[config.mk]
export PLATFORM = sky130hd
export DESIGN_NAME = rx_irq_delay_timer
export DESIGN_NICKNAME = d
export VERILOG_FILES = /design/src/rtl/rx_irq_delay_pkg.sv /design/src/rtl/rxd_down_counter.sv /design/src/rtl/rxd_expiry_ctrl.sv /design/src/rtl/rx_irq_delay_timer.sv
export SDC_FILE = /design/constraint.sdc
export NUM_CORES = 1
export LEC_CHECK = 0
export ABC_AREA = 1
export CAP_MARGIN = 40
export CORE_MARGIN = 10
export CORE_UTILIZATION = 47
export CTS_CLUSTER_SIZE = 40
export DETAILED_ROUTE_END_ITERATION = 16
export HOLD_SLACK_MARGIN = 0.06
export PLACE_DENSITY = 0.8
export SETUP_SLACK_MARGIN = 0.15
export SLEW_MARGIN = 10
export SYNTH_ARGS = -nofsm -noshare
export SYNTH_HDL_FRONTEND = slang
export SYNTH_HIERARCHICAL = 1
export SYNTH_SLANG_ARGS = --single-unit
[constraint.sdc]
create_clock -name clk -period 1.9 [get_ports clk]
set_clock_uncertainty 0.1 [all_clocks]
set_input_delay 0.38 -clock clk [delete_from_list [all_inputs] [get_ports clk]]
set_output_delay 0.38 -clock clk [all_outputs]
set_load 0.01 [all_outputs]
[src/rtl/rx_irq_delay_pkg.sv]
// Package: shared widths and types for the receive interrupt delay timer.
// Assumes: the delay field is a plain unsigned tick count.
package rx_irq_delay_pkg;
    parameter int unsigned DLY_W = 16;
    typedef logic [DLY_W-1:0] dly_t;
endpackage

[src/rtl/rxd_down_counter.sv]
// Module: countdown register with a run flag.
// Loads the delay and runs, loads the delay and stops, or decrements on a tick.
// Assumes: load_run and load_stop are never high together, and the caller
// stops the counter when it reaches its final tick.
module rxd_down_counter
    import rx_irq_delay_pkg::*;
(
    input  logic clk,
    input  logic rst_n,
    input  logic load_run,
    input  logic load_stop,
    input  logic tick,
    input  dly_t delay,
    output logic running,
    output logic at_one
);
    dly_t cnt;

    // Count state: the loads take priority over the decrement.
    always_ff @(posedge clk) begin
        if (!rst_n) begin
            cnt     <= '0;
            running <= 1'b0;
        end else if (load_run) begin
            cnt     <= delay;
            running <= 1'b1;
        end else if (load_stop) begin
            cnt     <= delay;
            running <= 1'b0;
        end else if (running && tick) begin
            cnt <= cnt - 1'b1;
        end
    end

    // The last tick is pending when the count reaches one.
    always_comb at_one = (cnt == dly_t'(1));

    a_r2_load_starts: assert property (@(posedge clk) disable iff (!rst_n)
        load_run |=> (running && cnt == $past(delay)));
    a_r6_stop_holds: assert property (@(posedge clk) disable iff (!rst_n)
        load_stop |=> !running);
    a_r2_never_zero_running: assert property (@(posedge clk) disable iff (!rst_n)
        running |-> (cnt != '0));
endmodule

[src/rtl/rxd_expiry_ctrl.sv]
// Module: decides when the timer fires and registers the output pulses.
// It fires on a flush write, on a packet with zero delay, or on the final
// tick of a running countdown that is not cancelled by the absolute timer.
// Assumes: all event inputs are one-cycle pulses.
module rxd_expiry_ctrl (
    input  logic clk,
    input  logic rst_n,
    input  logic pkt_done,
    input  logic delay_nz,
    input  logic flush_wr,
    input  logic abs_expire,
    input  logic tick,
    input  logic running,
    input  logic at_one,
    output logic load_run,
    output logic load_stop,
    output logic flush_req,
    output logic irq_cause
);
    logic final_tick;
    logic fire;

    // Fire decision and counter commands for this cycle.
    always_comb begin
        final_tick = running && tick && at_one;
        fire       = flush_wr || (pkt_done && !delay_nz) || (final_tick && !abs_expire);
        load_run   = pkt_done && delay_nz;
        load_stop  = !load_run && (pkt_done || abs_expire || fire);
    end

    // Output pulses, registered one cycle after the decision.
    always_ff @(posedge clk) begin
        if (!rst_n) begin
            flush_req <= 1'b0;
            irq_cause <= 1'b0;
        end else begin
            flush_req <= fire;
            irq_cause <= fire;
        end
    end

    a_r5_flush_fires: assert property (@(posedge clk) disable iff (!rst_n)
        flush_wr |=> (irq_cause && flush_req));
    a_r4_zero_delay_fires: assert property (@(posedge clk) disable iff (!rst_n)
        (pkt_done && !delay_nz) |=> irq_cause);
    a_r6_abs_silences: assert property (@(posedge clk) disable iff (!rst_n)
        (abs_expire && !flush_wr && !pkt_done) |=> !irq_cause);
    a_r9_idle_quiet: assert property (@(posedge clk) disable iff (!rst_n)
        (!running && !flush_wr && !pkt_done) |=> (!irq_cause && !flush_req));
endmodule

[src/rtl/rx_irq_delay_timer.sv]
// Module: receive interrupt delay timer (top).
// Re-arms on every completed packet, expires into a paired flush/interrupt
// pulse, can be forced by a flush write and is stopped by the absolute timer.
// Assumes: tick_i sets the time base; all event inputs are single-cycle pulses.
module rx_irq_delay_timer
    import rx_irq_delay_pkg::*;
(
    input  logic             clk,
    input  logic             rst_n,
    input  logic             pkt_done_i,
    input  logic [DLY_W-1:0] delay_i,
    input  logic             flush_wr_i,
    input  logic             abs_expire_i,
    input  logic             tick_i,
    output logic             flush_req_o,
    output logic             irq_cause_o
);
    logic running, at_one, load_run, load_stop, delay_nz;

    // Zero delay means an immediate interrupt for each packet.
    always_comb delay_nz = (delay_i != '0);

    rxd_down_counter u_cnt (
        .clk(clk), .rst_n(rst_n), .load_run(load_run), .load_stop(load_stop),
        .tick(tick_i), .delay(delay_i), .running(running), .at_one(at_one)
    );

    rxd_expiry_ctrl u_ctrl (
        .clk(clk), .rst_n(rst_n), .pkt_done(pkt_done_i), .delay_nz(delay_nz),
        .flush_wr(flush_wr_i), .abs_expire(abs_expire_i), .tick(tick_i),
        .running(running), .at_one(at_one), .load_run(load_run),
        .load_stop(load_stop), .flush_req(flush_req_o), .irq_cause(irq_cause_o)
    );

    a_r10_outputs_paired: assert property (@(posedge clk) disable iff (!rst_n)
        flush_req_o == irq_cause_o);
endmodule

==> results.yml <==
power_and_ir_drop:
  power_density_mw_per_mm2: 550
  power_uw: 1250
  ir_worst_vdd_uv: 460
  p_leak_uw: 0.00115
synth:
  synth_top_area_share_pct: 26.2
  synthFlopType: "dfxtp_1"
  synthCells: 229
  synth_common_cells: "nand2_1, nor2_1, inv_1"
  avgSynthCellArea_um2: 6.02
  yosys.cell_types.count: 26
  yosys_register_bits: 18
  synth-edff-count: 0
  netlist_area_mm2: 0.00138
  synth_most_common_cell: "nand2_1"
  async_flop_share_pct: 0
  ys_top_cells_by_area: "dfxtp_1, nand2_1, nor2_1"
  yosysSeqAreaShare_pct: 26.2
  syn_nets: 253
  yosysWarnings: 6
  yosys.area.top_type: "dfxtp_1"
grt:
  grt_pass1_vias: 1802
  grt_start_max_net_pins: 21
  antenna_found_initial: 0
  grt_remaining_overflow: 0
  gr-usage-all-layers_pct: 17.9
  grt_pass1_wl_um: 7870
detailed_routing:
  via_per_inst: 5.88
  drtAntennaViolNets: 0
  vias: 1977
  detail_route.wl_per_cell_um: 18.0
  drt_wl_total_um: 6060
  drt_iter0_markers: 274
  drc: 0
  first_pass_iters: 6
placed_design:
  io_buffers: 23
  hpwl_um: 3180
  dp.cells: 315
  routabilityCongestion: 0.930
worst_setup_path:
  crit_required_ps: 2030
  worstPathArrival_ps: 2560
  crit_fanout: 6
  cp_top_family: "simple AND/OR/NAND/NOR gates"
  path_cells: "nor2_2 -> nand2_1 -> nor4_2 -> buf_4 -> inv_2 -> nor2_1 -> nand2_1 -> nand3_1 -> nand2_1 -> inv_2 -> nor2_4 -> nand2_4 -> buf_6 -> o21ai_2 -> inv_1 -> nand2_1 -> a21oi_1"
  critPathMostFrequentCell: "nand2_1"
  start_kind: "register"
  cp_num_buf_inv: 5
  critPathCaptureType: "register"
  setup.worst_path.class: "register to register"
  cpPeakStageDelay_ps: 360
  cpMaxStageDelayCell: "dfxtp_2"
status:
  outcome: "finished, violations left"
  violations: "setup timing"
cells_and_area:
  antenna_cells: 0
  area_growth_syn_to_layout_pct: 65.0
  drive_gt1_share_pct: 38.7
  final_nets: 330
  stdcell_count: 336
timing:
  setup_ws_ps: -535
  slew-limit-headroom_pct: 74.3
  finalSetupViolCount: 18
  post-route-period-util_pct: 128
  worst_pin_slew_ps: 383
  hold_ws_ps: 250
  final.min_clock_period_ps: 2430
  rsz0062_at_grt: "true"
  fmax_ghz: 0.411
  slew_violations: 0
  finalHoldViolCount: 0
floorplanning:
  dieArea_mm2: 0.00550
  die_x_um: 74.1
  coreArea_mm2: 0.00278
  die_h_um: 74.1
  ios: 24
  placement_rows: 19
  start_util_pct: 49.5
clock_tree:
  cts_tree: "done"
  cts.sinks: 18
  clockRootBuffer: "clkbuf_4"
  cts_buffers: 3
  insertion_delay_ps: 320
  clock_path_buffers: 2
  path_clk_slew_ps: 130
  htreeDepth: 1
  cts_hold_buffers: 0
worst_hold_path:
  hp-class: "primary input to register"
flow_run:
  cap_violations: 0
routing by layer:
layer	part of all wire, %	GRT usage (%)	up-vias
met5	0	0	-
met4	6.1	9.94	0
met3	9.0	2.53	46
met2	49	29.8	147
met1	36	21.4	902
li1	-	-	882
metrics by stage:
step / cell area [µm²] / setup WS, ps / util, % / setup TNS, ps
global placement: 1910 / -498 / 68.8 / -7490
detailed placement: 1910 / -571 / 68.8 / -8510
global route: 2270 / -610 / 81.7 / -9380
floorplan: 1420 / 48.3 / - / 0
CTS: 2140 / -248 / 76.9 / -3170
finish: 2270 / -535 / 81.7 / -7600
flip-flops by register name, summed over array words and instances, names as in the netlist:
name              count
u_cnt/running         1
u_cnt/cnt            16
u_ctrl/irq_cause      1
layout make-up:
type	count	area, µm²
clock buffer	4	36.3
fill	150	508
inverter	33	136
multi-input combinational	171	978
sequential	18	368
tap	31	38.8
timing repair buffer	78	709
timing repair inverter	1	6.26
cell usage in the layout, fill, tap and decap left out, types with 6 or more instances in the layout:
| master | netlist | final |
|---|---|---|
| nor2_1 | 33 | 28 |
| nand2_1 | 61 | 57 |
| nor2_4 | 4 | 7 |
| buf_4 | 6 | 42 |
| nand2_2 | 5 | 8 |
| dlygate4sd2_1 | 0 | 6 |
| inv_1 | 29 | 24 |
| buf_6 | 1 | 13 |
| dfxtp_2 | 0 | 6 |
| o21ai_2 | 0 | 7 |
| a21oi_1 | 10 | 6 |
| dfxtp_1 | 18 | 12 |
| nor2_2 | 5 | 7 |
| nand3_1 | 22 | 21 |
| dlymetal6s2s_1 | 0 | 10 |
| inv_2 | 3 | 6 |
| clkdlybuf4s50_1 | 0 | 7 |
path summary, 6_finish.rpt:
kind,start,end,slack [ps],cells past startpoint
max,u_cnt/cnt[3]$_SDFFE_PN0P_,u_cnt/cnt[13]$_SDFFE_PN0P_,-530,17
min,delay_i[7],u_cnt/cnt[7]$_SDFFE_PN0P_,250,3
max reg2reg,u_cnt/cnt[3]$_SDFFE_PN0P_,u_cnt/cnt[13]$_SDFFE_PN0P_,-530,17
min reg2reg,u_cnt/cnt[14]$_SDFFE_PN0P_,u_cnt/cnt[14]$_SDFFE_PN0P_,510,3
what timing repair did:
action | in CTS | in global routing
gates cloned | 1 | 0
pin swaps | 22 | 19
resized for setup | 41 | 33
endpoints found under the setup margin | 17 | 18
setup buffers | 13 | 3
endpoints found under the hold margin | 0 | 0
cell families after synthesis:
kind of cell,after synthesis,synth area share (%)
compound gates,28,11.4
simple gates,141,47.5
flops,18,26.2
buf+inv,40,13.1
fa+ha+maj,2,1.82
worst reg2reg max path, delay by kind of cell (launching register included):
kind            cells  cell delay (ps)
compound gates      2              210
flops               1              360
buf+inv             5              460
simple gates       10             1200
report_power, final:
part	total, µW	internal [µW]	switching [µW]
sequential	433	409	23.5
clock	263	117	146
combinational	555	244	310
Note: power is estimated with default switching activity, not from simulation.
